[src/rtl/wake_pkg.sv]
package wake_pkg;
  typedef enum logic [2:0] {
    ST_IDLE  = 3'd0,
    ST_QUAL  = 3'd1,
    ST_DELAY = 3'd2,
    ST_DONE  = 3'd3,
    ST_RUN   = 3'd4
  } wake_st_e;
endpackage

[src/rtl/wake_merge.sv]
module wake_merge #(
  parameter int NGRP  = 4,
  parameter int GRP_W = 4
) (
  input  logic                  stop_mode,
  input  logic [NGRP*GRP_W-1:0] wake_src,
  input  logic [NGRP*GRP_W-1:0] wake_en,
  output logic                  wake
);
  logic [NGRP-1:0] grp_hit;

  for (genvar g = 0; g < NGRP; g++) begin : g_grp
    assign grp_hit[g] = |(wake_src[g*GRP_W +: GRP_W] & wake_en[g*GRP_W +: GRP_W]);
  end

  assign wake = stop_mode & (|grp_hit);
endmodule

[src/rtl/wake_tick_cnt.sv]
module wake_tick_cnt #(
  parameter int LIMIT = 9
) (
  input  logic clk,
  input  logic rst_n,
  input  logic run,
  output logic hit
);
  localparam int W = (LIMIT < 2) ? 1 : $clog2(LIMIT);

  logic [W-1:0] cnt;

  assign hit = run && (cnt == W'(LIMIT - 1));

  always_ff @(posedge clk or negedge rst_n) begin
    if (!rst_n)      cnt <= '0;
    else if (!run)   cnt <= '0;
    else if (hit)    cnt <= '0;
    else             cnt <= cnt + 1'b1;
  end

  AST_CNT_BOUND: assert property (@(posedge clk) disable iff (!rst_n)
    cnt <= W'(LIMIT - 1));
  AST_CNT_IDLE_ZERO: assert property (@(posedge clk) disable iff (!rst_n)
    !run |=> cnt == '0);
endmodule

[src/rtl/stop_wake_seq.sv]
module stop_wake_seq
  import wake_pkg::*;
#(
  parameter int NGRP   = 4,
  parameter int GRP_W  = 4,
  parameter int QUAL_N = 10,
  parameter int DLY_N  = 1024
) (
  input  logic                  clk,
  input  logic                  rst_n,
  input  logic                  stop_mode,
  input  logic [NGRP*GRP_W-1:0] wake_src,
  input  logic [NGRP*GRP_W-1:0] wake_en,
  input  logic                  dly_en,
  input  logic                  xtal_sel,
  input  logic                  route_en,
  output logic                  resume,
  output logic                  recov_flag,
  output logic                  cfg_err,
  output logic                  irq_wake,
  output logic                  wake_cause_n
);
  localparam int QUAL_LIM = QUAL_N - 1;

  wake_st_e st, st_nx;
  logic     wake;
  logic     qual_hit, dly_hit;
  logic     busy;

  wake_merge #(.NGRP(NGRP), .GRP_W(GRP_W)) u_merge (
    .stop_mode (stop_mode),
    .wake_src  (wake_src),
    .wake_en   (wake_en),
    .wake      (wake)
  );

  wake_tick_cnt #(.LIMIT(QUAL_LIM)) u_qual (
    .clk   (clk),
    .rst_n (rst_n),
    .run   ((st == ST_QUAL) && wake),
    .hit   (qual_hit)
  );

  wake_tick_cnt #(.LIMIT(DLY_N)) u_dly (
    .clk   (clk),
    .rst_n (rst_n),
    .run   (st == ST_DELAY),
    .hit   (dly_hit)
  );

  always_comb begin
    st_nx = st;
    unique case (st)
      ST_IDLE:  if (wake) st_nx = dly_en ? ST_DELAY : ST_QUAL;
      ST_QUAL:  if (!wake) st_nx = ST_IDLE;
                else if (qual_hit) st_nx = ST_DONE;
      ST_DELAY: if (dly_hit) st_nx = ST_DONE;
      ST_DONE:  st_nx = ST_RUN;
      ST_RUN:   if (!stop_mode) st_nx = ST_IDLE;
      default:  st_nx = ST_IDLE;
    endcase
  end

  always_ff @(posedge clk or negedge rst_n) begin
    if (!rst_n) begin
      st         <= ST_IDLE;
      recov_flag <= 1'b0;
    end else begin
      st <= st_nx;
      if (st_nx == ST_DONE)
        recov_flag <= 1'b1;
      else if (st == ST_IDLE && stop_mode)
        recov_flag <= 1'b0;
    end
  end

  assign busy         = (st == ST_QUAL) || (st == ST_DELAY) || (st == ST_DONE);
  assign resume       = (st == ST_DONE);
  assign cfg_err      = xtal_sel & ~dly_en;
  assign irq_wake     = route_en & busy;
  assign wake_cause_n = ~(route_en & busy);

  AST_RESUME_ONE_CYCLE: assert property (@(posedge clk) disable iff (!rst_n)
    resume |=> !resume);
  AST_FLAG_WITH_RESUME: assert property (@(posedge clk) disable iff (!rst_n)
    resume |-> recov_flag);
  AST_NO_WAKE_OUTSIDE_STOP: assert property (@(posedge clk) disable iff (!rst_n)
    (st == ST_IDLE && !stop_mode) |=> st == ST_IDLE);
  AST_QUAL_DROP_RESTART: assert property (@(posedge clk) disable iff (!rst_n)
    (st == ST_QUAL && !wake) |=> st == ST_IDLE);
  AST_RUN_HOLDS_IN_STOP: assert property (@(posedge clk) disable iff (!rst_n)
    (st == ST_RUN && stop_mode) |=> !resume && !busy);
  AST_DONE_FROM_PATH: assert property (@(posedge clk) disable iff (!rst_n)
    resume |-> ($past(st) == ST_QUAL || $past(st) == ST_DELAY));
endmodule

[config.mk]
export PLATFORM = sky130hd
export DESIGN_NAME = stop_wake_seq
export DESIGN_NICKNAME = d
export VERILOG_FILES = /design/src/rtl/wake_pkg.sv /design/src/rtl/wake_merge.sv /design/src/rtl/wake_tick_cnt.sv /design/src/rtl/stop_wake_seq.sv
export SDC_FILE = /design/constraint.sdc
export NUM_CORES = 1
export LEC_CHECK = 0
export ABC_AREA = 1
export BUFFER_PORTS_ARGS = -buffer_cell sky130_fd_sc_hd__buf_4
export CORE_MARGIN = 1.5
export CORE_UTILIZATION = 30
export CTS_CLUSTER_DIAMETER = 40
export CTS_CLUSTER_SIZE = 12
export DETAILED_ROUTE_END_ITERATION = 6
export PLACE_DENSITY_LB_ADDON = 0.08
export SLEW_MARGIN = 10
export SYNTH_ARGS = -nofsm -noshare
export SYNTH_HDL_FRONTEND = slang
export SYNTH_SLANG_ARGS = --single-unit
[constraint.sdc]
create_clock -name clk -period 1.95 [get_ports clk]
set_clock_uncertainty 0.15 [all_clocks]
set_input_delay 0.39 -clock clk [delete_from_list [all_inputs] [get_ports clk]]
set_output_delay 0.39 -clock clk [all_outputs]
set_load 0.05 [all_outputs]
Yosys cells after proc, flatten, opt, wreduce, memory -nomap -nowiden:

Index checks and enable logic that the tools add are counted.

* bits in registers: 18
* memories: 0
* memory bits (writable): 0
* output and inout bits: 5
* bits in read-only memories: 0
* bits in latches: 0

* reductions and logical operators: 9
* $add $sub $neg: 2
* shifts and indexed selects: 0
* multiply operators: 0
* divide/modulo/power cells: 0
* eq/ne operators: 7
* bitwise operators: 9
* $lt $le $gt $ge: 0
* muxes and demuxes: 13

Operators by type and width (count)
* $mux 10: 2
* $and 4x4->4: 4
* $reduce_or 16->1: 1
* $mux 3: 5
* $pmux 3 s5: 1
* $add 10x1->10 const B: 1
* $eq 10x10->1 const B: 1
* $eq 3x2->1 const B: 3
* $mux 4: 2
* $add 4x1->4 const B: 1
* $eq 4x4->1 const B: 1
* $logic_and 1x1->1: 4
* $and 1x1->1: 3
* $eq 3x1->1 const B: 1
* $eq 3x3->1 const B: 1
* $logic_not 3->1: 1
* $logic_or 1x1->1: 2
* $mux 1: 2
* $mux 2: 1
* $not 1->1: 2
* $reduce_bool 2->1: 1

Logic depth before layout (Yosys ltp):

* word-level depth: 10
* mapped depth: 12
* depth with buffers taken out: 12

Hierarchy:

A second synthesis with hierarchy kept.

* cell total of the unflattened synthesis: 155
* area, all modules: 1126.1 um^2

By module, submodules not included
* wake_tick_cnt at u_dly: cells an instance 58, area an instance 528.0 um^2, times used 1, seq. area each 250.2 um^2
* stop_wake_seq: cells an instance 40, area an instance 265.3 um^2, times used 1, seq. area each 100.1 um^2
* wake_tick_cnt at u_qual: cells an instance 24, area an instance 209.0 um^2, times used 1, seq. area each 100.1 um^2
* wake_merge: cells an instance 33, area an instance 123.9 um^2, times used 1, seq. area each 0.0 um^2

Worst setup path before layout:

No wires, ideal clock.

* path kind: reg-to-output
* from: register st[2]
* to: output wake_cause_n
* required time: 1.410 ns
* stages on the path, launching flop included: 3
* arrival time: 2.183 ns
* path slack: -0.773 ns
* path through: dfrtp_1 > nor3_1 > inv_1

* longest elaborated chain between the ends: 5
* elaborated cells between the ends (all ways): 7
* classes of those cells: 3 x eq/ne; 2 x bitwise; 2 x reduce/logical

Ends and longest elaborated chain
* start, declared: line stop_wake_seq.sv:25 `wake_st_e st, st_nx;`
* start signal, assigned: line stop_wake_seq.sv:69 `st <= st_nx;`
* $eq 3x1->1 / $eq 3x2->1 (equally long branches): line stop_wake_seq.sv:77 `assign busy = (st == ST_QUAL) || (st == ST_DELAY) || (st == ST_DONE);`
* $logic_or 1x1->1: line stop_wake_seq.sv:77
* $logic_or 1x1->1 *: line stop_wake_seq.sv:77
* $and 1x1->1 *
* named net irq_wake: line stop_wake_seq.sv:20 `output logic irq_wake,`
* $not 1->1 *: line stop_wake_seq.sv:81 `assign wake_cause_n = ~(route_en & busy);`
* end, declared: line stop_wake_seq.sv:21 `output logic wake_cause_n`

Mark *: on every way through the listed nets, which the timed path passes. The rest lies on a longest branch.

Worst setup path after layout:

* from: register st[0]
* to: output resume

* longest elaborated chain between the ends: 1

Ends and longest elaborated chain
* $eq 3x2->1: line stop_wake_seq.sv:78 `assign resume = (st == ST_DONE);`
* end, declared: line stop_wake_seq.sv:17 `output logic resume,`

No other way between the ends.

==> impl_metrics.csv <==
group,metric,value,unit
floorplanning,ioPinCount,43,
critical_path,critPathLaunchType,"register",
logic_synthesis,synth_compound_area_share,2.688,%
status,status,"completed",
global_routing,grtUsageTotal,14.09,%
drt,initialDrtViolationCount,18,
cts,clkLatencyLatePin,260,ps
critical_path,worstSetupPathType,"register to output pin",
place,dp_hpwl,2164,um
sta,slew_viol_final,0,
global_routing,grt_pass1_vias,1046,
logic_synthesis,synthTopCellsByCount,"47 x nand2_1, 24 x nor2_1, 18 x dfrtp_1",
place,gp_congestion,0.7474,
place,dp_slack,258.2,ps
floorplanning,fp-row-count,21,
layout,fin_nets,240,
critical_path,end_kind,"output pin",
critical_path,crit_fanout,4,
logic_synthesis,synth.area.mux_share,0,%
layout,layout-drive-gt1-share,31.82,%
layout,diodes,0,
critical_path,cp.required,1410,ps
layout,syn_to_final_growth,39.64,%
drt,vias,1064,
sta,final-setup-viol-count,0,
logic_synthesis,yosys.area.top_type,"dfrtp_1",
layout,design_area,1560,um2
drt,routedWlPerCell,10.70,um
sta,hold_viol,0,
floorplanning,initial_core_util,32.46,%
cts,root_buffer,"clkbuf_8",
sta,tns,0,ps
cts,tritoncts,"yes",
logic_synthesis,yosysSeqAreaShare,40.31,%
logic_synthesis,syn-cell-area,1117,um2
cts,cts.path.max_buffers,2,
global_routing,antenna_found_initial,0,
drt,viasPerCell,4.361,
critical_path,critPathLaunch,"st[0]",
logic_synthesis,synth_nets,192,
sta,worst_slack,117.1,ps
global_routing,grt_pass1_wl,4498,um
floorplanning,coreArea,3442,um2
cts,h-tree-depth,1,
power_and_ir_drop,power_density,850.3,nW/um2
floorplanning,die_y,64.03,um
logic_synthesis,synthSimpleGateAreaFrac,42.67,%
place,placed_area,1495,um2
power_and_ir_drop,p_leak,0.8379,nW
logic_synthesis,synth-warning-count,0,
logic_synthesis,syn_area_per_cell,7.399,um2
sta,relSlewSlack,80.74,%
sta,rsz0062_at_grt,"false",
logic_synthesis,yosys.cell_count.top_type,"nand2_1",
sta,fin_crit,1833,ps
drt,drc,0,
min_path,hold_start,"stop_mode",
drt,drtAntennaViolNets,0,
sta,post-route-period-util,94.00,%
logic_synthesis,synth_edf_count,0,
cts,clock_sinks,18,
cts,postCtsSetupBuffers,0,
logic_synthesis,ys.flop_type,"dfrtp_1",
sta,worst_pin_slew,288.8,ps
drt,wirelength,2610,um
cts,numCtsBuffers,3,
power_and_ir_drop,vdd_ir_drop_max,0.4789,mV
critical_path,rr_startpoint,"u_dly.cnt[0]",
logic_synthesis,synthArstFlopShare,100.0,%
critical_path,arrival,1290,ps
logic_synthesis,synthAdderAreaFrac,3.359,%
logic_synthesis,synth_xor_area_share,3.135,%
logic_synthesis,synthTopCellsByArea,"dfrtp_1 40%, nand2_1 16%, nor2_1 8.1%",
global_routing,grt_max_degree,19,
logic_synthesis,ys_seq_elements,18,
floorplanning,die_w,64.03,um
logic_synthesis,netlist.area_leader.share,40.31,%
min_path,hp-class,"input port to register",
sta,fmax,545.6,MHz
global_routing,grt.overflow.total,0,
drt,dr.pass1.iters,4,
logic_synthesis,syn-instance-count,151,
run,drv_cap,0,
place,portBuffers,42,
cts,clk_pin_slew_worst_paths,70,ps
floorplanning,dieArea,4099,um2
logic_synthesis,synth.distinct_cells,26,
logic_synthesis,synth_top_family_by_area,"simple AND/OR/NAND/NOR gates",
[layout make-up]
cell class	instances	area [um2]
clock buffer	4	55.05
fill	349	1882
inverter	23	87.58
multi-input combinational	110	584.3
sequential	18	450.4
tap	46	57.56
timing repair buffer	43	325.3
[path summary, 6_finish.rpt]
path | depth (start not counted) | slack, ps | endpoint
max | 3 | 120 | resume
min | 2 | 270 | st[2]
max reg2reg | 10 | 240 | u_dly.cnt[3]
min reg2reg | 1 | 340 | u_qual.cnt[0]
max in group asynchronous | 2 | 1060 | u_dly.cnt[8]
min in group asynchronous | 2 | 390 | recov_flag
[worst max-delay path, stage by stage, from the launching register on]
cell and delay, ps:
dfrtp_1 440, inv_1 90, nor3_1 250, buf_4 250
[placed cells by master (no fill, tap or decap), types with 4 or more instances in the layout]
| master | synthesis | final |
|---|---|---|
| dfrtp_1 | 18 | 18 |
| nand2_1 | 47 | 47 |
| nand4_1 | 6 | 6 |
| buf_4 | 0 | 42 |
| clkbuf_8 | 0 | 4 |
| inv_2 | 4 | 4 |
| nor2_1 | 24 | 24 |
| nand3_1 | 5 | 5 |
| inv_1 | 17 | 17 |
[where the power goes]
part           internal [mW]  switching (mW)
sequential             0.428          0.0635
clock                  0.180           0.127
combinational          0.190           0.338
[logic make-up after synthesis]
family / Yosys count
adder cells (fa/ha/maj): 3
XOR/XNOR: 4
AND/OR/NAND/NOR: 98
buffers and inverters: 23
flip-flops: 18
AO/OA/AOI/OAI: 5
[per-stage QoR]
| stage | utilization, % | power (mW) | hold WS, ps | std cells |
|---|---|---|---|---|
| 5_1_grt | 45.33 | 1.418 | 271.1 | 244 |
| 4_1_cts | 45.33 | 1.341 | 276.5 | 244 |
| 6_report | 45.33 | 1.327 | 268.3 | 244 |
| 2_1_floorplan | - | 0.8476 | -55.59 | 151 |
| 3_3_place_gp | 43.44 | 1.019 | 120.7 | 239 |
| 3_5_place_dp | 43.44 | 1.032 | 125.4 | 239 |
[per-layer routing]
| metal | vias to the layer above | track usage [%] | routed length (um) |
|---|---|---|---|
| li1 | 565 | - | - |
| met1 | 478 | 16.56 | 1180 |
| met2 | 16 | 25.00 | 1291 |
| met3 | 5 | 3.345 | 105 |
| met4 | 0 | 4.620 | 33 |
| met5 | - | 0 | 0 |
[sequential cells by signal (all words and copies together), names as in the netlist]
name / flops
recov_flag: 1
st: 3
u_dly.cnt: 10
u_qual.cnt: 4
[repair_timing]
| action | CTS | global route |
|---|---|---|
| hold buffers | 1 | 0 |
| resized for setup | 0 | 0 |
| endpoints found under the hold margin | 18 | 0 |
Note: power is estimated with default switching activity, not from simulation.
